$ cat config.mk
export PLATFORM = sky130hd
export DESIGN_NAME = mtr_pwm_timer
export DESIGN_NICKNAME = d
export VERILOG_FILES = /design/src/rtl/mtr_pwm_pkg.sv /design/src/rtl/mtr_pwm_ctrl.sv /design/src/rtl/mtr_pwm_dpath.sv /design/src/rtl/mtr_pwm_timer.sv
export SDC_FILE = /design/constraint.sdc
export NUM_CORES = 1
export LEC_CHECK = 0
export BUFFER_PORTS_ARGS = -buffer_cell sky130_fd_sc_hd__buf_2
export CAP_MARGIN = 20
export CELL_PAD_IN_SITES_DETAIL_PLACEMENT = 1
export CELL_PAD_IN_SITES_GLOBAL_PLACEMENT = 2
export CORE_UTILIZATION = 39
export CTS_CLUSTER_DIAMETER = 40
export DETAILED_ROUTE_END_ITERATION = 12
export PLACE_DENSITY = 0.75
export SYNTH_ARGS = -nofsm -noshare
export SYNTH_HDL_FRONTEND = slang
export SYNTH_SLANG_ARGS = --single-unit
export TNS_END_PERCENT = 1
$ cat constraint.sdc
create_clock -name clk -period 2.42 [get_ports clk]
set_input_delay 0.121 -clock clk [delete_from_list [all_inputs] [get_ports clk]]
set_output_delay 0.121 -clock clk [all_outputs]
set_load 0.05 [all_outputs]
$ cat src/rtl/mtr_pwm_pkg.sv
package mtr_pwm_pkg;
  // fixed register offsets; per-channel and trailing registers derive from the channel count
  localparam int REG_CTRL   = 0;
  localparam int REG_RELOAD = 1;
  localparam int REG_REPEAT = 2;
  localparam int REG_DEAD   = 3;
  localparam int REG_CMP0   = 4;

  // control-to-datapath strobes
  typedef struct packed {
    logic run;
    logic down;
  } tmrCtl_t;
endpackage

$ cat src/rtl/mtr_pwm_ctrl.sv
module mtr_pwm_ctrl
  import mtr_pwm_pkg::*;
#(
  parameter int NCH = 4,
  parameter int CW  = 16,
  parameter int RW  = 8,
  parameter int DW  = 8,
  parameter int AW  = 4
) (
  input  logic                    clk,
  input  logic                    rstN,
  input  logic                    busWe,
  input  logic [AW-1:0]           busAddr,
  input  logic [CW-1:0]           busWdata,
  output logic [CW-1:0]           busRdata,
  input  logic                    brakeIn,
  input  logic                    updEvt,
  input  logic [CW-1:0]           cntVal,
  output tmrCtl_t                 ctl,
  output logic [CW-1:0]           reloadSh,
  output logic [RW-1:0]           repSh,
  output logic [DW-1:0]           deadT,
  output logic [NCH-1:0][CW-1:0]  cmpSh,
  output logic [2*NCH-1:0]        idleLv,
  output logic                    brakeFlag
);
  localparam int REG_IDLE  = REG_CMP0 + NCH;
  localparam int REG_STAT  = REG_IDLE + 1;
  localparam int REG_COUNT = REG_STAT + 1;

  logic updFlag;
  logic statWr;

  assign statWr = busWe && (busAddr == AW'(REG_STAT));

  always_ff @(posedge clk or negedge rstN) begin
    if (!rstN) begin
      ctl      <= '0;
      reloadSh <= '0;
      repSh    <= '0;
      deadT    <= '0;
      cmpSh    <= '0;
      idleLv   <= '0;
    end else if (busWe) begin
      if (busAddr == AW'(REG_CTRL)) begin
        ctl.run  <= busWdata[0];
        ctl.down <= busWdata[1];
      end
      if (busAddr == AW'(REG_RELOAD)) reloadSh <= busWdata;
      if (busAddr == AW'(REG_REPEAT)) repSh    <= busWdata[RW-1:0];
      if (busAddr == AW'(REG_DEAD))   deadT    <= busWdata[DW-1:0];
      if (busAddr == AW'(REG_IDLE))   idleLv   <= busWdata[2*NCH-1:0];
      for (int i = 0; i < NCH; i++) begin
        if (busAddr == AW'(REG_CMP0 + i)) cmpSh[i] <= busWdata;
      end
    end
  end

  // sticky flags: a new set event wins over a clear in the same cycle
  always_ff @(posedge clk or negedge rstN) begin
    if (!rstN) begin
      brakeFlag <= 1'b0;
      updFlag   <= 1'b0;
    end else begin
      if (brakeIn)                     brakeFlag <= 1'b1;
      else if (statWr && busWdata[0])  brakeFlag <= 1'b0;
      if (updEvt)                      updFlag   <= 1'b1;
      else if (statWr && busWdata[1])  updFlag   <= 1'b0;
    end
  end

  always_comb begin
    busRdata = '0;
    if (busAddr == AW'(REG_CTRL))   busRdata = CW'({ctl.down, ctl.run});
    if (busAddr == AW'(REG_RELOAD)) busRdata = reloadSh;
    if (busAddr == AW'(REG_REPEAT)) busRdata = CW'(repSh);
    if (busAddr == AW'(REG_DEAD))   busRdata = CW'(deadT);
    if (busAddr == AW'(REG_IDLE))   busRdata = CW'(idleLv);
    if (busAddr == AW'(REG_STAT))   busRdata = CW'({updFlag, brakeFlag});
    if (busAddr == AW'(REG_COUNT))  busRdata = cntVal;
    for (int i = 0; i < NCH; i++) begin
      if (busAddr == AW'(REG_CMP0 + i)) busRdata = cmpSh[i];
    end
  end

  p_flag_set_r8: assert property (@(posedge clk) disable iff (!rstN)
    brakeIn |=> brakeFlag);

  p_upd_flag_r10: assert property (@(posedge clk) disable iff (!rstN)
    updEvt |=> updFlag);
endmodule

$ cat src/rtl/mtr_pwm_dpath.sv
module mtr_pwm_dpath
  import mtr_pwm_pkg::*;
#(
  parameter int NCH = 4,
  parameter int CW  = 16,
  parameter int RW  = 8,
  parameter int DW  = 8
) (
  input  logic                    clk,
  input  logic                    rstN,
  input  tmrCtl_t                 ctl,
  input  logic [CW-1:0]           reloadSh,
  input  logic [RW-1:0]           repSh,
  input  logic [DW-1:0]           deadT,
  input  logic [NCH-1:0][CW-1:0]  cmpSh,
  output logic [CW-1:0]           cntVal,
  output logic                    updEvt,
  output logic [NCH-1:0]          hiPwm,
  output logic [NCH-1:0]          loPwm
);
  logic [CW-1:0]          reloadAct;
  logic [NCH-1:0][CW-1:0] cmpAct;
  logic [RW-1:0]          repLeft;
  logic                   periodEnd;
  logic [CW-1:0]          nextBase;

  assign periodEnd = ctl.down ? (cntVal == '0) : (cntVal == reloadAct);
  assign updEvt    = ctl.run && periodEnd && (repLeft == '0);
  assign nextBase  = updEvt ? reloadSh : reloadAct;

  always_ff @(posedge clk or negedge rstN) begin
    if (!rstN) begin
      cntVal    <= '0;
      reloadAct <= '0;
      cmpAct    <= '0;
      repLeft   <= '0;
    end else if (!ctl.run) begin
      cntVal    <= '0;
      reloadAct <= reloadSh;
      cmpAct    <= cmpSh;
      repLeft   <= repSh;
    end else begin
      if (periodEnd) cntVal <= ctl.down ? nextBase : '0;
      else           cntVal <= ctl.down ? cntVal - 1'b1 : cntVal + 1'b1;
      if (updEvt) begin
        reloadAct <= reloadSh;
        cmpAct    <= cmpSh;
        repLeft   <= repSh;
      end else if (periodEnd) begin
        repLeft   <= repLeft - 1'b1;
      end
    end
  end

  for (genvar g = 0; g < NCH; g++) begin : g_ch
    logic          refNow;
    logic          refQ;
    logic [DW-1:0] age;

    assign refNow = cntVal < cmpAct[g];

    always_ff @(posedge clk or negedge rstN) begin
      if (!rstN) begin
        refQ <= 1'b0;
        age  <= '0;
      end else begin
        refQ <= refNow;
        if (refNow != refQ)  age <= '0;
        else if (age != '1)  age <= age + 1'b1;
      end
    end

    assign hiPwm[g] = refQ  && (age >= deadT);
    assign loPwm[g] = !refQ && (age >= deadT);

    p_dead_gap_r5: assert property (@(posedge clk) disable iff (!rstN)
      ((deadT != '0) && $rose(hiPwm[g])) |-> ($past(loPwm[g]) == 1'b0));
  end

  p_wrap_up_r1: assert property (@(posedge clk) disable iff (!rstN)
    (ctl.run && !ctl.down && (cntVal == reloadAct)) |=> (cntVal == '0));

  p_rep_reload_r2: assert property (@(posedge clk) disable iff (!rstN)
    updEvt |=> (repLeft == $past(repSh)));

  p_shadow_commit_r3: assert property (@(posedge clk) disable iff (!rstN)
    updEvt |=> (reloadAct == $past(reloadSh)));
endmodule

$ cat src/rtl/mtr_pwm_timer.sv
module mtr_pwm_timer
  import mtr_pwm_pkg::*;
#(
  parameter int NCH = 4,
  parameter int CW  = 16,
  parameter int RW  = 8,
  parameter int DW  = 8,
  parameter int AW  = 4
) (
  input  logic            clk,
  input  logic            rstN,
  input  logic            busWe,
  input  logic [AW-1:0]   busAddr,
  input  logic [CW-1:0]   busWdata,
  output logic [CW-1:0]   busRdata,
  input  logic            brakeIn,
  output logic [NCH-1:0]  pwmHi,
  output logic [NCH-1:0]  pwmLo,
  output logic            updPulse
);
  tmrCtl_t                ctl;
  logic [CW-1:0]          reloadSh;
  logic [RW-1:0]          repSh;
  logic [DW-1:0]          deadT;
  logic [NCH-1:0][CW-1:0] cmpSh;
  logic [2*NCH-1:0]       idleLv;
  logic                   brakeFlag;
  logic [CW-1:0]          cntVal;
  logic                   updEvt;
  logic [NCH-1:0]         hiPwm;
  logic [NCH-1:0]         loPwm;
  logic                   forceIdle;

  mtr_pwm_ctrl #(.NCH(NCH), .CW(CW), .RW(RW), .DW(DW), .AW(AW)) ctrl_i (
    .clk(clk), .rstN(rstN), .busWe(busWe), .busAddr(busAddr),
    .busWdata(busWdata), .busRdata(busRdata), .brakeIn(brakeIn),
    .updEvt(updEvt), .cntVal(cntVal), .ctl(ctl), .reloadSh(reloadSh),
    .repSh(repSh), .deadT(deadT), .cmpSh(cmpSh), .idleLv(idleLv),
    .brakeFlag(brakeFlag)
  );

  mtr_pwm_dpath #(.NCH(NCH), .CW(CW), .RW(RW), .DW(DW)) dpath_i (
    .clk(clk), .rstN(rstN), .ctl(ctl), .reloadSh(reloadSh), .repSh(repSh),
    .deadT(deadT), .cmpSh(cmpSh), .cntVal(cntVal), .updEvt(updEvt),
    .hiPwm(hiPwm), .loPwm(loPwm)
  );

  // brake path is combinational from the pin so it acts without a clock edge
  assign forceIdle = brakeIn || brakeFlag || !ctl.run;
  assign pwmHi     = forceIdle ? idleLv[NCH-1:0]     : hiPwm;
  assign pwmLo     = forceIdle ? idleLv[2*NCH-1:NCH] : loPwm;
  assign updPulse  = updEvt;

  p_brake_idle_r7: assert property (@(posedge clk) disable iff (!rstN)
    brakeIn |-> ((pwmHi == idleLv[NCH-1:0]) && (pwmLo == idleLv[2*NCH-1:NCH])));

  p_no_overlap_r6: assert property (@(posedge clk) disable iff (!rstN)
    (ctl.run && !brakeIn && !brakeFlag) |-> ((pwmHi & pwmLo) == '0));
endmodule

==> results.sh <==
export IMPL_run_status="complete, but fails checks"
export IMPL_violations="negative setup slack"
export IMPL_worst_setup_path_start_kind="flop"
export IMPL_final_setup_tns_ns=-9.878
export IMPL_grt_pass1_wl_um=69980
export IMPL_die_area_um2=37250
export IMPL_grt_overflow=0
export IMPL_grt_pass1_vias=11980
export IMPL_drc=0
export IMPL_drv_slew=0
export IMPL_crit_chain="buf_4 -> xnor2_1 -> nand3_2 -> nor3_4 -> a21oi_2 -> buf_12 -> nor4_4 -> buf_4 -> buf_12"
export IMPL_fmaxAchievable_ghz=0.3666
export IMPL_fp_row_count=69
export IMPL_pwr_density_cell_nw_per_um2=1223
export IMPL_area_growth_syn_to_layout_pct=31.27
export IMPL_pin_count=49
export IMPL_setup_viol=121
export IMPL_clockBufferDepth=3
export IMPL_syn_area_um2=14230
export IMPL_vias_per_cell=5.564
export IMPL_syn_inst=1285
export IMPL_nets=1627
export IMPL_initial_core_util_pct=39.81
export IMPL_port_buffers=48
export IMPL_setup_ws_ns=-0.3078
export IMPL_p_leak_uw=0.008874
export IMPL_syn_nets=1421
export IMPL_async_flop_share_pct=100.0
export IMPL_synth_warnings=0
export IMPL_final_common_cell="dfrtp_1"
export IMPL_ant_nets=0
export IMPL_critPathMaxFanout=15
export IMPL_cts_made_buffers=46
export IMPL_drive_gt1_share_pct=37.21
export IMPL_die_height_um=193.0
export IMPL_rsz0062_at_grt="yes"
export IMPL_core_um2=35740
export IMPL_worst_pin_slew_ns=0.5811
export IMPL_synth_edf_count=0
export IMPL_htreeDepth=2
export IMPL_synth_cell_types=64
export IMPL_max_stage_delay_ns=0.43
export IMPL_place_hpwl_um=30310
export IMPL_clock_latency_ns=0.59
export IMPL_gp_congestion=0.8510
export IMPL_synth_seq_cells=248
export IMPL_finalClockSkew_ns=0.03415
export IMPL_period_share_pct=112.7
export IMPL_fillers=3820
export IMPL_yosysSeqAreaShare_pct=43.62
export IMPL_cts_root_buf="clkbuf_16"
export IMPL_avgSynthCellArea_um2=11.07
export IMPL_clock_sinks=248
export IMPL_dieWidth_um=193.0
export IMPL_cts_tree="done"
export IMPL_crit_arrival_ns=2.61
export IMPL_hp_class="in -> reg"
export IMPL_vdd_ir_drop_max_v=0.0006981
export IMPL_drt_iter0_markers=511
export IMPL_crit_slowest_cell="dfrtp_2"
export IMPL_final_cell_mix="dfrtp_1 (237), mux2_2 (160), buf_4 (126)"
export IMPL_drtPass1Iterations=5
export IMPL_max_cap_violations=0
export IMPL_antenna_found_initial=1
export IMPL_hold_violations=0
export IMPL_wl_per_cell_um=22.18
export IMPL_crit_required_ns=2.30
export IMPL_fin_crit_ns=2.728
export IMPL_power_total_uw=22850
export IMPL_synth_ff_type="dfrtp_1"
export IMPL_critPathCaptureType="output port"
export IMPL_routed_via_count=11080
export IMPL_wl_um=44180
export IMPL_critPathKind="reg -> out"
export IMPL_grt_start_max_net_pins=67
export IMPL_slew_headroom_pct=61.26
export IMPL_clk_pin_slew_worst_paths_ns=0.05
export IMPL_grt_usage_pct=24.69
[repair_timing]
item	in CTS	in global routing
setup buffers	24	4
pin swaps	44	17
gates resized for setup	103	60
hold buffers	18	0
setup endpoints to repair	147	145
hold endpoints to repair	190	0
[kinds of logic (layout without fill, tap and decap cells)]
family	Yosys count	in the layout	synth area share, %
muxes	227	227	18.92
and+or+nand+nor	246	246	8.838
other	0	2	0
xor gates and xnor gates	40	40	2.462
buffers and inverters	142	386	4.063
AOI/OAI and AO/OA	270	270	12.20
adders and majority gates	112	112	9.902
DFF	248	248	43.62
[path summary, 6_finish.rpt]
kind	from	to	slack (ns)	depth (start not counted)
setup / recovery	dpath_i.cntVal[10]	updPulse	-0.31	9
hold / removal	busWdata[6]	ctrl_i.deadT[6]	0.02	3
max in group asynchronous	rstN	dpath_i.g_ch[3].age[0]	1.51	3
min in group asynchronous	rstN	ctrl_i.cmpSh[13]	0.09	2
hold reg to reg	dpath_i.cmpAct[53]	dpath_i.cmpAct[53]	0.50	1
setup reg to reg	ctrl_i.ctl[0]	dpath_i.cntVal[15]	-0.25	10
[critical path: cells and delay by family (launching register included)]
| kind | cells | cell delay (ns) |
|---|---|---|
| AND/OR/NAND/NOR | 3 | 0.64 |
| buffers and inverters | 4 | 0.61 |
| flip-flops | 1 | 0.43 |
| XOR/XNOR | 1 | 0.23 |
| AO/OA/AOI/OAI | 1 | 0.10 |
[stage by stage]
step | util [%] | setup slack (ns) | hold slack (ns) | instance area (um2) | cells
finish | 52.26 | -0.3078 | 0.02246 | 18680 | 1992
global route | 52.24 | -0.4415 | 0.03114 | 18670 | 1990
CTS | 51.43 | -0.3332 | 0.007317 | 18380 | 1986
detailed placement | 44.38 | -0.2671 | 0.1178 | 15860 | 1859
global placement | 44.38 | -0.2217 | 0.1158 | 15860 | 1859
floorplan | - | -0.3524 | -0.1746 | 14240 | 1285
[cell usage after synthesis (19+ instances only)]
| cell | number | area share (%) |
|---|---|---|
| nor2b_1 | 20 | 0.88 |
| nor2_1 | 56 | 1.5 |
| ha_1 | 111 | 9.8 |
| inv_1 | 91 | 2.4 |
| mux2_4 | 20 | 2.1 |
| clkbuf_1 | 31 | 0.82 |
| a211oi_1 | 19 | 1.0 |
| nand3_1 | 27 | 0.95 |
| mux2i_1 | 32 | 2.3 |
| a21oi_1 | 82 | 2.9 |
| o21ai_0 | 51 | 1.8 |
| dfrtp_1 | 248 | 44 |
| xnor2_1 | 23 | 1.4 |
| a21o_1 | 37 | 2.0 |
| mux2_2 | 160 | 13 |
| nand2_1 | 47 | 1.2 |
[report_power, final]
part           switching [uW]  internal [uW]  total (uW)
Clock                    2550           4500        7060
Sequential               1100           5460        6570
Combinational            4730           4480        9220
Total                    8390          14500       22800
[layer usage]
layer  global-route usage (%)  wire length, um
met5                        0               10
met1                    34.90            20610
met4                    7.031              867
met3                    4.054             1900
met2                    38.97            20790
[state kept, by name (all words and copies together) (netlist names)]
register,flops
ctrl_i.brakeFlag,1
ctrl_i.cmpSh,64
ctrl_i.ctl,2
ctrl_i.deadT,8
ctrl_i.idleLv,8
ctrl_i.reloadSh,16
ctrl_i.repSh,8
ctrl_i.updFlag,1
dpath_i.cmpAct,64
dpath_i.cntVal,16
dpath_i.g_ch.age,32
dpath_i.g_ch.refQ,4
dpath_i.reloadAct,16
dpath_i.repLeft,8
[area by class of cell]
type | count | area, um2 | share of cell area [%]
Timing Repair Buffer | 209 | 1767 | 9.459
Multi-Input combinational cell | 895 | 8061 | 43.16
Clock buffer | 51 | 1221 | 6.538
Inverter | 91 | 341.6 | 1.829
Antenna cell | 2 | 5.005 | 0.02680
Sequential cell | 248 | 6220 | 33.30
Tap cell | 461 | 576.8 | 3.088
Clock inverter | 35 | 485.5 | 2.599
Note: power is estimated with default switching activity, not from simulation.
